$ cat src/rtl/dpt_pkg.sv
package dpt_pkg;
  typedef enum logic [2:0] {
    OP_POWER   = 3'd0,
    OP_SPREAD  = 3'd1,
    OP_LANECNT = 3'd2,
    OP_RATE    = 3'd3,
    OP_PATTERN = 3'd4,
    OP_LANESET = 3'd5,
    OP_STATUS  = 3'd6
  } op_e;

  typedef enum logic [4:0] {
    S_IDLE, S_PWR, S_SPREAD, S_LCNT, S_RATE,
    S_CR_PAT, S_CR_LANES, S_CR_SETTLE, S_CR_WAIT, S_CR_READ, S_CR_APPLY,
    S_EQ_PAT, S_EQ_WAIT, S_EQ_READ, S_EQ_APPLY,
    S_FIN_WAIT, S_FIN_PAT
  } st_e;
endpackage

$ cat src/rtl/dpt_us_timer.sv
module dpt_us_timer #(
  parameter int W = 16
) (
  input  logic         clk,
  input  logic         rst,
  input  logic         load,
  input  logic [W-1:0] load_val,
  input  logic         tick,
  output logic         expired
);
  logic [W-1:0] cnt;

  always_ff @(posedge clk) begin
    if (rst)                    cnt <= '0;
    else if (load)              cnt <= load_val;
    else if (tick && cnt != '0) cnt <= cnt - 1'b1;
  end

  assign expired = (cnt == '0);

  AST_TMR_HOLD: assert property (@(posedge clk) disable iff (rst)
    (!load && !tick) |=> $stable(cnt));
endmodule

$ cat src/rtl/dpt_lane_mask.sv
module dpt_lane_mask #(
  parameter int LANES = 4,
  parameter int CW    = 3
) (
  input  logic [CW-1:0]    lane_count,
  output logic [LANES-1:0] active
);
  for (genvar i = 0; i < LANES; i++) begin : g_lane
    assign active[i] = (lane_count > CW'(i));
  end
endmodule

$ cat src/rtl/dpt_lane_adjust.sv
module dpt_lane_adjust #(
  parameter int LANES = 4
) (
  input  logic [4*LANES-1:0] adj_req,
  input  logic [LANES-1:0]   active,
  output logic [7:0]         set_byte
);
  logic [1:0] v_max, p_max;

  always_comb begin
    v_max = 2'd0;
    p_max = 2'd0;
    for (int i = 0; i < LANES; i++) begin
      if (active[i]) begin
        if (adj_req[4*i +: 2] > v_max)     v_max = adj_req[4*i +: 2];
        if (adj_req[4*i + 2 +: 2] > p_max) p_max = adj_req[4*i + 2 +: 2];
      end
    end
    set_byte = {2'b00, (p_max == 2'd3), p_max, (v_max == 2'd3), v_max};
  end
endmodule

$ cat src/rtl/dp_train_seq.sv
module dp_train_seq
  import dpt_pkg::*;
#(
  parameter int LANES       = 4,
  parameter int DLY_W       = 16,
  parameter int SETTLE_US   = 400,
  parameter int CR_SAME_MAX = 5,
  parameter int EQ_TRY_MAX  = 5
) (
  input  logic                 clk,
  input  logic                 rst,
  input  logic                 start,
  input  logic [2:0]           lane_count,
  input  logic [7:0]           link_rate,
  input  logic                 downspread_en,
  input  logic                 enh_frame_en,
  input  logic                 tp3_supported,
  input  logic [DLY_W-1:0]     sink_delay_us,
  input  logic                 us_tick,
  output logic                 req_valid,
  output logic [2:0]           req_op,
  output logic [8*LANES-1:0]   req_data,
  input  logic                 resp_valid,
  input  logic                 resp_err,
  input  logic [6*LANES-1:0]   resp_data,
  output logic [1:0]           tp_sel,
  output logic [8*LANES-1:0]   lane_cfg,
  output logic                 busy,
  output logic                 pass,
  output logic                 fail
);
  localparam int SET_W = 8 * LANES;
  localparam int CRW   = $clog2(CR_SAME_MAX + 1);
  localparam int EQW   = $clog2(EQ_TRY_MAX + 2);

  st_e              state;
  logic             sent, ok;
  logic [SET_W-1:0] lane_set;
  logic [2:0]       prev_v;
  logic [CRW-1:0]   cr_same;
  logic [EQW-1:0]   eq_try;

  logic [LANES-1:0] active, st_cr, st_eq, max_flag;
  logic             all_cr, all_eq, all_max, v_same, is_wait, tmr_load, tmr_exp;
  logic [7:0]       adj_byte;
  op_e              c_op;
  logic [SET_W-1:0] c_data;
  logic [DLY_W-1:0] tmr_val;

  assign st_cr = resp_data[LANES-1:0];
  assign st_eq = resp_data[2*LANES-1:LANES];

  for (genvar i = 0; i < LANES; i++) begin : g_flag
    assign max_flag[i] = lane_set[8*i + 2];
  end

  assign all_cr  = &(st_cr | ~active);
  assign all_eq  = &(st_eq | ~active);
  assign all_max = &(max_flag | ~active);
  assign v_same  = ({1'b0, lane_set[1:0]} == prev_v);

  dpt_lane_mask #(.LANES(LANES), .CW(3)) mask_i (
    .lane_count(lane_count), .active(active));

  dpt_lane_adjust #(.LANES(LANES)) adj_i (
    .adj_req(resp_data[6*LANES-1:2*LANES]), .active(active), .set_byte(adj_byte));

  assign is_wait  = (state == S_CR_SETTLE) || (state == S_CR_WAIT) ||
                    (state == S_EQ_WAIT)   || (state == S_FIN_WAIT);
  assign tmr_load = is_wait && !sent;
  assign tmr_val  = ((state == S_CR_SETTLE) || (state == S_FIN_WAIT)) ?
                    DLY_W'(SETTLE_US) : sink_delay_us;

  dpt_us_timer #(.W(DLY_W)) tmr_i (
    .clk(clk), .rst(rst), .load(tmr_load), .load_val(tmr_val),
    .tick(us_tick), .expired(tmr_exp));

  always_comb begin
    c_op   = OP_STATUS;
    c_data = '0;
    case (state)
      S_PWR:      begin c_op = OP_POWER;   c_data = SET_W'(1); end
      S_SPREAD:   begin c_op = OP_SPREAD;  c_data = SET_W'(downspread_en ? 8'h10 : 8'h00); end
      S_LCNT:     begin c_op = OP_LANECNT; c_data = SET_W'({enh_frame_en, 4'b0000, lane_count}); end
      S_RATE:     begin c_op = OP_RATE;    c_data = SET_W'(link_rate); end
      S_CR_PAT:   begin c_op = OP_PATTERN; c_data = SET_W'(1); end
      S_EQ_PAT:   begin c_op = OP_PATTERN; c_data = SET_W'(tp3_supported ? 2'd3 : 2'd2); end
      S_FIN_PAT:  begin c_op = OP_PATTERN; c_data = '0; end
      S_CR_LANES, S_CR_APPLY, S_EQ_APPLY:
                  begin c_op = OP_LANESET; c_data = lane_set; end
      default:    begin c_op = OP_STATUS;  c_data = '0; end
    endcase
  end

  always_ff @(posedge clk) begin
    if (rst) begin
      state     <= S_IDLE;
      sent      <= 1'b0;
      ok        <= 1'b0;
      req_valid <= 1'b0;
      req_op    <= 3'd0;
      req_data  <= '0;
      tp_sel    <= 2'd0;
      lane_set  <= '0;
      prev_v    <= 3'b100;
      cr_same   <= '0;
      eq_try    <= '0;
      busy      <= 1'b0;
      pass      <= 1'b0;
      fail      <= 1'b0;
    end else begin
      req_valid <= 1'b0;
      pass      <= 1'b0;
      fail      <= 1'b0;
      if (state == S_IDLE) begin
        if (start) begin
          busy  <= 1'b1;
          state <= S_PWR;
        end
      end else if (!sent) begin
        sent <= 1'b1;
        if (!is_wait) begin
          req_valid <= 1'b1;
          req_op    <= c_op;
          req_data  <= c_data;
          if (c_op == OP_PATTERN) tp_sel <= c_data[1:0];
        end
      end else if (is_wait ? tmr_exp : resp_valid) begin
        sent <= 1'b0;
        case (state)
          S_PWR:       state <= S_SPREAD;
          S_SPREAD:    state <= S_LCNT;
          S_LCNT:      state <= S_RATE;
          S_RATE: begin
            lane_set <= '0;
            prev_v   <= 3'b100;
            cr_same  <= '0;
            state    <= S_CR_PAT;
          end
          S_CR_PAT:    state <= S_CR_LANES;
          S_CR_LANES:  state <= S_CR_SETTLE;
          S_CR_SETTLE: state <= S_CR_WAIT;
          S_CR_WAIT:   state <= S_CR_READ;
          S_CR_READ: begin
            if (resp_err) begin
              ok <= 1'b0; state <= S_FIN_WAIT;
            end else if (all_cr) begin
              state <= S_EQ_PAT;
            end else if (all_max || (v_same && cr_same == CRW'(CR_SAME_MAX - 1))) begin
              ok <= 1'b0; state <= S_FIN_WAIT;
            end else begin
              cr_same  <= v_same ? cr_same + 1'b1 : '0;
              prev_v   <= {1'b0, lane_set[1:0]};
              lane_set <= {LANES{adj_byte}};
              state    <= S_CR_APPLY;
            end
          end
          S_CR_APPLY:  state <= S_CR_WAIT;
          S_EQ_PAT: begin
            eq_try <= '0;
            state  <= S_EQ_WAIT;
          end
          S_EQ_WAIT:   state <= S_EQ_READ;
          S_EQ_READ: begin
            if (resp_err) begin
              ok <= 1'b0; state <= S_FIN_WAIT;
            end else if (all_cr && all_eq) begin
              ok <= 1'b1; state <= S_FIN_WAIT;
            end else if (eq_try > EQW'(EQ_TRY_MAX)) begin
              ok <= 1'b0; state <= S_FIN_WAIT;
            end else begin
              lane_set <= {LANES{adj_byte}};
              eq_try   <= eq_try + 1'b1;
              state    <= S_EQ_APPLY;
            end
          end
          S_EQ_APPLY:  state <= S_EQ_WAIT;
          S_FIN_WAIT:  state <= S_FIN_PAT;
          S_FIN_PAT: begin
            pass  <= ok;
            fail  <= !ok;
            busy  <= 1'b0;
            state <= S_IDLE;
          end
          default:     state <= S_IDLE;
        endcase
      end
    end
  end

  assign lane_cfg = lane_set;

  logic lanes_same;
  always_comb begin
    lanes_same = 1'b1;
    for (int i = 1; i < LANES; i++)
      if (lane_set[8*i +: 8] != lane_set[7:0]) lanes_same = 1'b0;
  end

  AST_ONE_RESULT: assert property (@(posedge clk) disable iff (rst)
    !(pass && fail));
  AST_RESULT_ENDS_BUSY: assert property (@(posedge clk) disable iff (rst)
    (pass || fail) |-> (!busy && $past(busy)));
  AST_PATTERN_OFF: assert property (@(posedge clk) disable iff (rst)
    (pass || fail) |-> (tp_sel == 2'd0));
  AST_LANES_UNIFORM: assert property (@(posedge clk) disable iff (rst)
    lanes_same);
  AST_IDLE_NO_REQ: assert property (@(posedge clk) disable iff (rst)
    !busy |-> !req_valid);
  AST_REQ_PULSE: assert property (@(posedge clk) disable iff (rst)
    req_valid |=> !req_valid);
  AST_CR_COUNT_BOUND: assert property (@(posedge clk) disable iff (rst)
    cr_same < CRW'(CR_SAME_MAX));
endmodule

$ cat config.mk
export PLATFORM = sky130hd
export DESIGN_NAME = dp_train_seq
export DESIGN_NICKNAME = d
export VERILOG_FILES = /design/src/rtl/dpt_pkg.sv /design/src/rtl/dpt_us_timer.sv /design/src/rtl/dpt_lane_mask.sv /design/src/rtl/dpt_lane_adjust.sv /design/src/rtl/dp_train_seq.sv
export SDC_FILE = /design/constraint.sdc
export NUM_CORES = 1
export LEC_CHECK = 0
export BUFFER_PORTS_ARGS = -buffer_cell sky130_fd_sc_hd__buf_2
export CAP_MARGIN = 5
export CORE_AREA = 3 3 117 119
export CTS_BUF_LIST = sky130_fd_sc_hd__clkbuf_8
export DETAILED_ROUTE_END_ITERATION = 7
export DIE_AREA = 0 0 120 122
export GPL_TIMING_DRIVEN = 1
export PLACE_DENSITY = 0.64
export SLEW_MARGIN = 25
export SYNTH_ARGS = -nofsm -noshare
export SYNTH_HDL_FRONTEND = slang
export SYNTH_SLANG_ARGS = --single-unit
$ cat constraint.sdc
create_clock -name clk -period 4.68 [get_ports clk]
set_input_delay 0.468 -clock clk [delete_from_list [all_inputs] [get_ports clk]]
set_output_delay 0.468 -clock clk [all_outputs]
set_load 0.01 [all_outputs]
-- After elaboration in Yosys (flattened, before gate mapping)
Index checks and enable logic that the tools add are counted.
- bits of input ports: 60
- latch bits: 0
- memories: 0
- memory bits (writable): 0
- register bits: 105
- bits in read-only memories: 0
- word-level logic and storage cells: 181
- mux-type cells: 70
- $lt $le $gt $ge: 13
- shifts and indexed selects: 0
- bitwise operators: 9
- divide/modulo/power cells: 0
- reductions and logical operators: 40
- add/subtract/negate cells: 3
- eq/ne operators: 31
- multiply operators: 0
- operator list (cell ; number):
    $mux W32 ; 6
    $pmux W32 S6 ; 1
    $pmux W32 S3 ; 1
    $pmux W5 S13 ; 1
    $mux W16 ; 3
    $eq A5 B4 Y1 const B ; 8
    $mux W3 ; 13
    $mux W2 ; 16
    $mux W5 ; 5
    $reduce_and A7 Y1 ; 3
    $eq A5 B3 Y1 const B ; 4
    $reduce_and A4 Y1 ; 5
    $mux W1 ; 19
    $pmux W3 S2 ; 3
    $pmux W3 S6 ; 1
    $logic_not A16 Y1 ; 1
    $reduce_bool A16 Y1 ; 1
    $sub A16 B1 Y16 const B ; 1
    $ne A2 B2 Y1 const B ; 7
    $reduce_bool A2 Y1 ; 7
    $gt A2 B2 Y1 ; 6
    $or A4 B4 Y4 ; 3
    $eq A5 B2 Y1 const B ; 2
    $reduce_and A10 Y1 ; 1
    other kinds (24) ; 48

-- Depth between registers and ports, before layout
- depth in word-level cells: 17
- mapped depth: 18
- depth with buffers taken out: 17

-- Modules after synthesis
Synthesis repeated with hierarchy kept, for this count alone.
- cells, all modules: 586
- area, all modules: 4578.1 um^2
- by module, submodules not included (module ; times used ; cells each ; area an instance (um^2)):
    dp_train_seq ; 1 ; 374 ; 2952.8
    dpt_us_timer ; 1 ; 114 ; 944.7
    dpt_lane_adjust ; 1 ; 94 ; 655.6
    dpt_lane_mask ; 1 ; 4 ; 25.0

-- Worst setup path after synthesis
No wires, ideal clock.
- path kind: input -> register
- start point: input lane_count[2]
- end point: register lane_set[26] (netlist: lane_cfg[26])
- data required time: 4.556 ns
- setup time: 0.124 ns
- path slack: 1.303 ns
- path buffers: 1
- data arrival time: 3.253 ns
- stages: 17
- cells stage by stage: buf_2 or3_1 nand2_1 ha_1 nand2b_1 a311o_1 nand2_1 ha_1 nand2b_1 o2111a_1 a31oi_1 ha_1 inv_1 o221ai_1 mux2i_1 nand4bb_1 mux2i_1
- longest elaborated chain between the ends: 16
- elaborated cells on any way between the ends: 35
- those cells by class: order compare: 7; eq/ne: 4; mux: 14; bitwise: 4; reduce/logical: 6
- ends and longest elaborated chain (element ; line ; text):
    start, declared ; dp_train_seq.sv:13 ; input logic [2:0] lane_count,
    $gt A3 B1 Y1 ; dpt_lane_mask.sv:9 ; assign active[i] = (lane_count > CW'(i));
    $mux W2 ; dpt_lane_adjust.sv:14 ; if (active[i]) begin
    $gt A2 B2 Y1 ; dpt_lane_adjust.sv:15 ; if (adj_req[4*i +: 2] > v_max) v_max = adj_req[4*i +: 2];
    $mux W2 ; dpt_lane_adjust.sv:15 ;
    $mux W2 ; dpt_lane_adjust.sv:14 ;
    $gt A2 B2 Y1 ; dpt_lane_adjust.sv:15 ;
    $mux W2 ; dpt_lane_adjust.sv:15 ;
    $mux W2 ; dpt_lane_adjust.sv:14 ;
    $gt A2 B2 Y1 ; dpt_lane_adjust.sv:15 ;
    $mux W2 ; dpt_lane_adjust.sv:15 ;
    $mux W2 ; dpt_lane_adjust.sv:14 ;
    $eq A2 B2 Y1 ; dpt_lane_adjust.sv:19 ; set_byte = {2'b00, (p_max == 2'd3), p_max, (v_max == 2'd3), v_max};
    $mux W32 (on tied branches) ; dp_train_seq.sv:169, dp_train_seq.sv:149 ;
    $mux W32 (on tied branches) ; dp_train_seq.sv:167, dp_train_seq.sv:147 ;
    $mux W32 (on tied branches) ; dp_train_seq.sv:165, dp_train_seq.sv:145 ;
    $pmux W32 S3 ; dp_train_seq.sv:130 ; case (state)
    end signal, assigned ; dp_train_seq.sv:154 ; lane_set <= {LANES{adj_byte}};
    end signal, assigned ; dp_train_seq.sv:172 ; lane_set <= {LANES{adj_byte}};
    end, declared ; dp_train_seq.sv:38 ; logic [SET_W-1:0] lane_set;
Parallel ways exist; a longest one is shown, timed or not. The select of a mux whose other input is x is not followed.
A chain may end at the register's enable or synchronous reset.

-- Worst setup path in the final report
- start point: input lane_count[2]
- end point: register lane_set[21] (netlist: lane_cfg[21])
- longest elaborated chain between the ends: 16
- elaborated cells on any way between the ends: 35
- those cells by class: order compare: 7; eq/ne: 4; mux: 14; bitwise: 4; reduce/logical: 6
- ends and longest elaborated chain (element ; line ; text):
    $gt A3 B1 Y1 ; dpt_lane_mask.sv:9 ;
    $mux W2 ; dpt_lane_adjust.sv:14 ;
    $gt A2 B2 Y1 ; dpt_lane_adjust.sv:16 ; if (adj_req[4*i + 2 +: 2] > p_max) p_max = adj_req[4*i + 2 +: 2];
    $mux W2 ; dpt_lane_adjust.sv:16 ;
    $mux W2 ; dpt_lane_adjust.sv:14 ;
    $gt A2 B2 Y1 ; dpt_lane_adjust.sv:16 ;
    $mux W2 ; dpt_lane_adjust.sv:16 ;
    $mux W2 ; dpt_lane_adjust.sv:14 ;
    $gt A2 B2 Y1 ; dpt_lane_adjust.sv:16 ;
    $mux W2 ; dpt_lane_adjust.sv:16 ;
    $mux W2 ; dpt_lane_adjust.sv:14 ;
    $eq A2 B2 Y1 ; dpt_lane_adjust.sv:19 ;
    $mux W32 (on tied branches) ; dp_train_seq.sv:169, dp_train_seq.sv:149 ;
    $mux W32 (on tied branches) ; dp_train_seq.sv:167, dp_train_seq.sv:147 ;
    $mux W32 (on tied branches) ; dp_train_seq.sv:165, dp_train_seq.sv:145 ;
    $pmux W32 S3 ; dp_train_seq.sv:130 ;
Parallel ways exist; a longest one is shown, timed or not. The select of a mux whose other input is x is not followed.

==> metrics <==
status finished, final reports clean; via count of the first global-routing pass 3993; RSZ-0062 raised after global routing false; setup TNS 0 ps; Worst Path Arrival between 3000 and 4000 ps; Post-Route WL 12000 um; GPL Wtd Cong 0.871; CTS root buffer clkbuf_8; TritonCTS Buffers 9; f_max just under 300 MHz; biggest area consumer among synthesized cells dfxtp_1; CTS tree done; Post-CTS Setup Inserts 0; post-synthesis xor/xnor area fraction 2.19%; critical path class in -> reg; row cnt just over 40; Post-synth EDFFs 0; total gr overflow 0; Die ar. 14600 sq um; Net count, final just over 700; Crit-path slowest cell nor3_1; total number of vias 4177; I/O Pins 133; Yosys warnings 0; slew at the pin closest to its max-slew limit a little under 900 ps; design area 5040 sq um; slowest stage delay, CP 590 ps; wire per inst 14.8 um; total placed instance area 4810 sq um; top post-synthesis cells by count dfxtp_1 (61), nor2_1 (55), nand2_1 (46), a21oi_1 (45), buf_4 (44); Post-Syn Area 4400 sq um; initial antenna violation count 0; max_slew headroom 41.9%; synth unique cells between 70 and 80; core area 12700 sq um; Die Wd 120 um; fin crit period 3460 ps; crit-path cells buf_2 -> nor3_1 -> nor2_1 -> ha_1 -> nand2b_1 -> a311o_1 -> nand2_1 -> ha_1 -> nand2b_1 -> o211ai_1 -> a31oi_1 -> ha_1 -> inv_1 -> o221ai_1 -> nor2_1 -> a21oi_1 -> nand3b_1 -> mux2i_1; largest cells by area after synthesis dfxtp_1 (28%), buf_4 (7.5%), ha_1 (6.5%); Port Buf Inserts 118; Worst VDD drop 0.000177 V; hold_ws 330 ps; Area Overhead vs Synth 14.3%; dpl cells roughly 790; crit path max fanout 9; antenna viol nets, final 0; P per Cell Area 437 nW/um^2; hold_buf cts 0; Seq cells post-synth between 60 and 70; GRT Total Usage 16.1%; n_diodes 0; drt first pass iters 4; Post-synth ARST share 0%; CP endpoint kind register; crit share post-route ~74%; Synth Area in Compound Gates 21.0%; first-pass GRT wire length 19300 um; post-synthesis cell count between 500 and 600; CTS sink cnt 61; fraction of the mapped netlist area in adder cells 6.53%; Max Cap Violations 0; ys flop type dfxtp_1; Hold WC Path Type in -> reg; CTS Buffer Depth 2; layout cell share with drive strength beyond 1 24.5%; DR iter-0 viols about 270; DPL Wire Length 9130 um; largest net degree at the start of global routing 56; Worst Skew 17.9 ps; clk slew on worst S/H paths 80 ps; Finish-stage setup viols 0; Synth Area in Simple Gates 24.7%; Vias/cell 5.16; post-synth top area share 27.7%; Initial Util 34.8%; DRC Markers 0; Lkg Pwr between 0.002 and 0.0025 uW; H-tree levels 3; post-synthesis sequential area ratio about 28%; CP Launch Type input port; clk_lat worst skew 360 ps; Syn Area/Cell 7.84 sq um; Finished Layout Cells 809; Die Y-Extent between 100 and 150 um; CP most frequent cell ha_1; most frequent cell after synthesis dfxtp_1; Fin. Hold Viols 0; mux cell area share after synthesis between 4 and 5%; Slew Viols, Final 0; # resized after CTS 0; main combinational cell family by area after synthesis simple AND/OR/NAND/NOR gates; Required @ worst endpoint 4970 ps
[kinds of logic after synthesis]
kind of cell             after synthesis
AND/OR/NAND/NOR                      206
AO/OA/AOI/OAI                        135
buffers and inverters                107
flip-flops                            61
adder cells (fa/ha/maj)               23
multiplexers                          18
XOR/XNOR                              11
other                                  1
[per-stage QoR]
step / util, % / setup WS (ps) / total power (uW)
CTS: 39.7 / 1240 / 2210
floorplan: - / 1300 / 1470
detailed placement: 38.0 / 877 / 1680
finish: 39.7 / 1220 / 2200
global placement: 38.0 / 1040 / 1660
global route: 39.7 / 941 / 2380
[layout by cell type, fill, tap and decap left out, types with 3 or more instances in the layout]
| cell type | netlist | layout |
|---|---|---|
| and2_1 | 7 | 7 |
| clkbuf_8 | 0 | 9 |
| o211ai_1 | 8 | 8 |
| a21o_1 | 3 | 3 |
| a22oi_1 | 3 | 3 |
| a311o_1 | 5 | 5 |
| o21ai_1 | 8 | 8 |
| conb_1 | 1 | 14 |
| inv_1 | 33 | 33 |
| o41ai_1 | 4 | 4 |
| a21oi_1 | 45 | 45 |
| nand2b_1 | 10 | 10 |
| mux2_2 | 3 | 3 |
| dfxtp_1 | 61 | 61 |
| mux2i_1 | 12 | 12 |
| a31oi_1 | 9 | 9 |
| nand2_1 | 46 | 46 |
| nand4_1 | 4 | 4 |
| o21ai_0 | 5 | 5 |
| xnor2_1 | 5 | 5 |
| nand3_1 | 21 | 21 |
| o221ai_1 | 3 | 3 |
| buf_2 | 8 | 118 |
| a211oi_1 | 6 | 6 |
| or4_1 | 3 | 3 |
| and3_1 | 8 | 8 |
| nand3b_1 | 4 | 4 |
| o31ai_1 | 4 | 4 |
| o22ai_1 | 6 | 6 |
| nor2_1 | 55 | 55 |
| nor3_1 | 20 | 19 |
| or3_1 | 4 | 4 |
| nor4_1 | 6 | 6 |
| xor2_1 | 6 | 6 |
| a32o_1 | 3 | 3 |
| ha_1 | 23 | 23 |
[state kept, by name (all words and copies together) (netlist names)]
signal and flops:
tmr_i.cnt 16, req_data 14, lane_cfg 6, state 5, cr_same 3, eq_try 3
prev_v 3, req_op 3, tp_sel 2, busy 1, fail 1, ok 1
pass 1, req_valid 1, sent 1
[worst paths after layout]
path	from	endpoint	slack (ps)	depth (start not counted)
worst max register to register	state[0]	lane_cfg[25]	1780	6
worst min-delay path	sink_delay_us[11]	tmr_i.cnt[11]	330	3
worst max-delay path	lane_count[2]	lane_cfg[21]	1220	18
worst min register to register	eq_try[2]	eq_try[2]	470	1
[worst max-delay path: cells and delay by family]
kind	cells	cell delay, ps
AOI/OAI and AO/OA	5	880
adders and majority gates	3	810
buffers and inverters	2	210
muxes	1	120
and+or+nand+nor	7	1260
[metal layers]
layer	vias to the layer above	routed length, um	share of wire, %	GRT usage (%)
met1	1936	5180	43	20.3
li1	2095	-	-	-
met5	-	0	0	0
met4	0	189	1.6	5.23
met2	132	5890	49	27.0
met3	14	761	6.3	4.22
[final cells by class]
| type | instances | area [sq um] |
|---|---|---|
| sequential | 61 | 1220 |
| fill | 1325 | 7630 |
| multi-input combinational | 407 | 2650 |
| inverter | 34 | 128 |
| tap | 172 | 215 |
| timing repair buffer | 119 | 598 |
| clock buffer | 9 | 124 |
| clock inverter | 7 | 97.6 |
[report_power, final]
part           switching, uW  leakage, uW  total [uW]  internal (uW)
Sequential               150     0.000496         766            616
Clock                    223     0.000106         524            301
Combinational            531      0.00167         911            380
Total                    904      0.00227        2200           1300
Note: power is estimated with default switching activity, not from simulation.
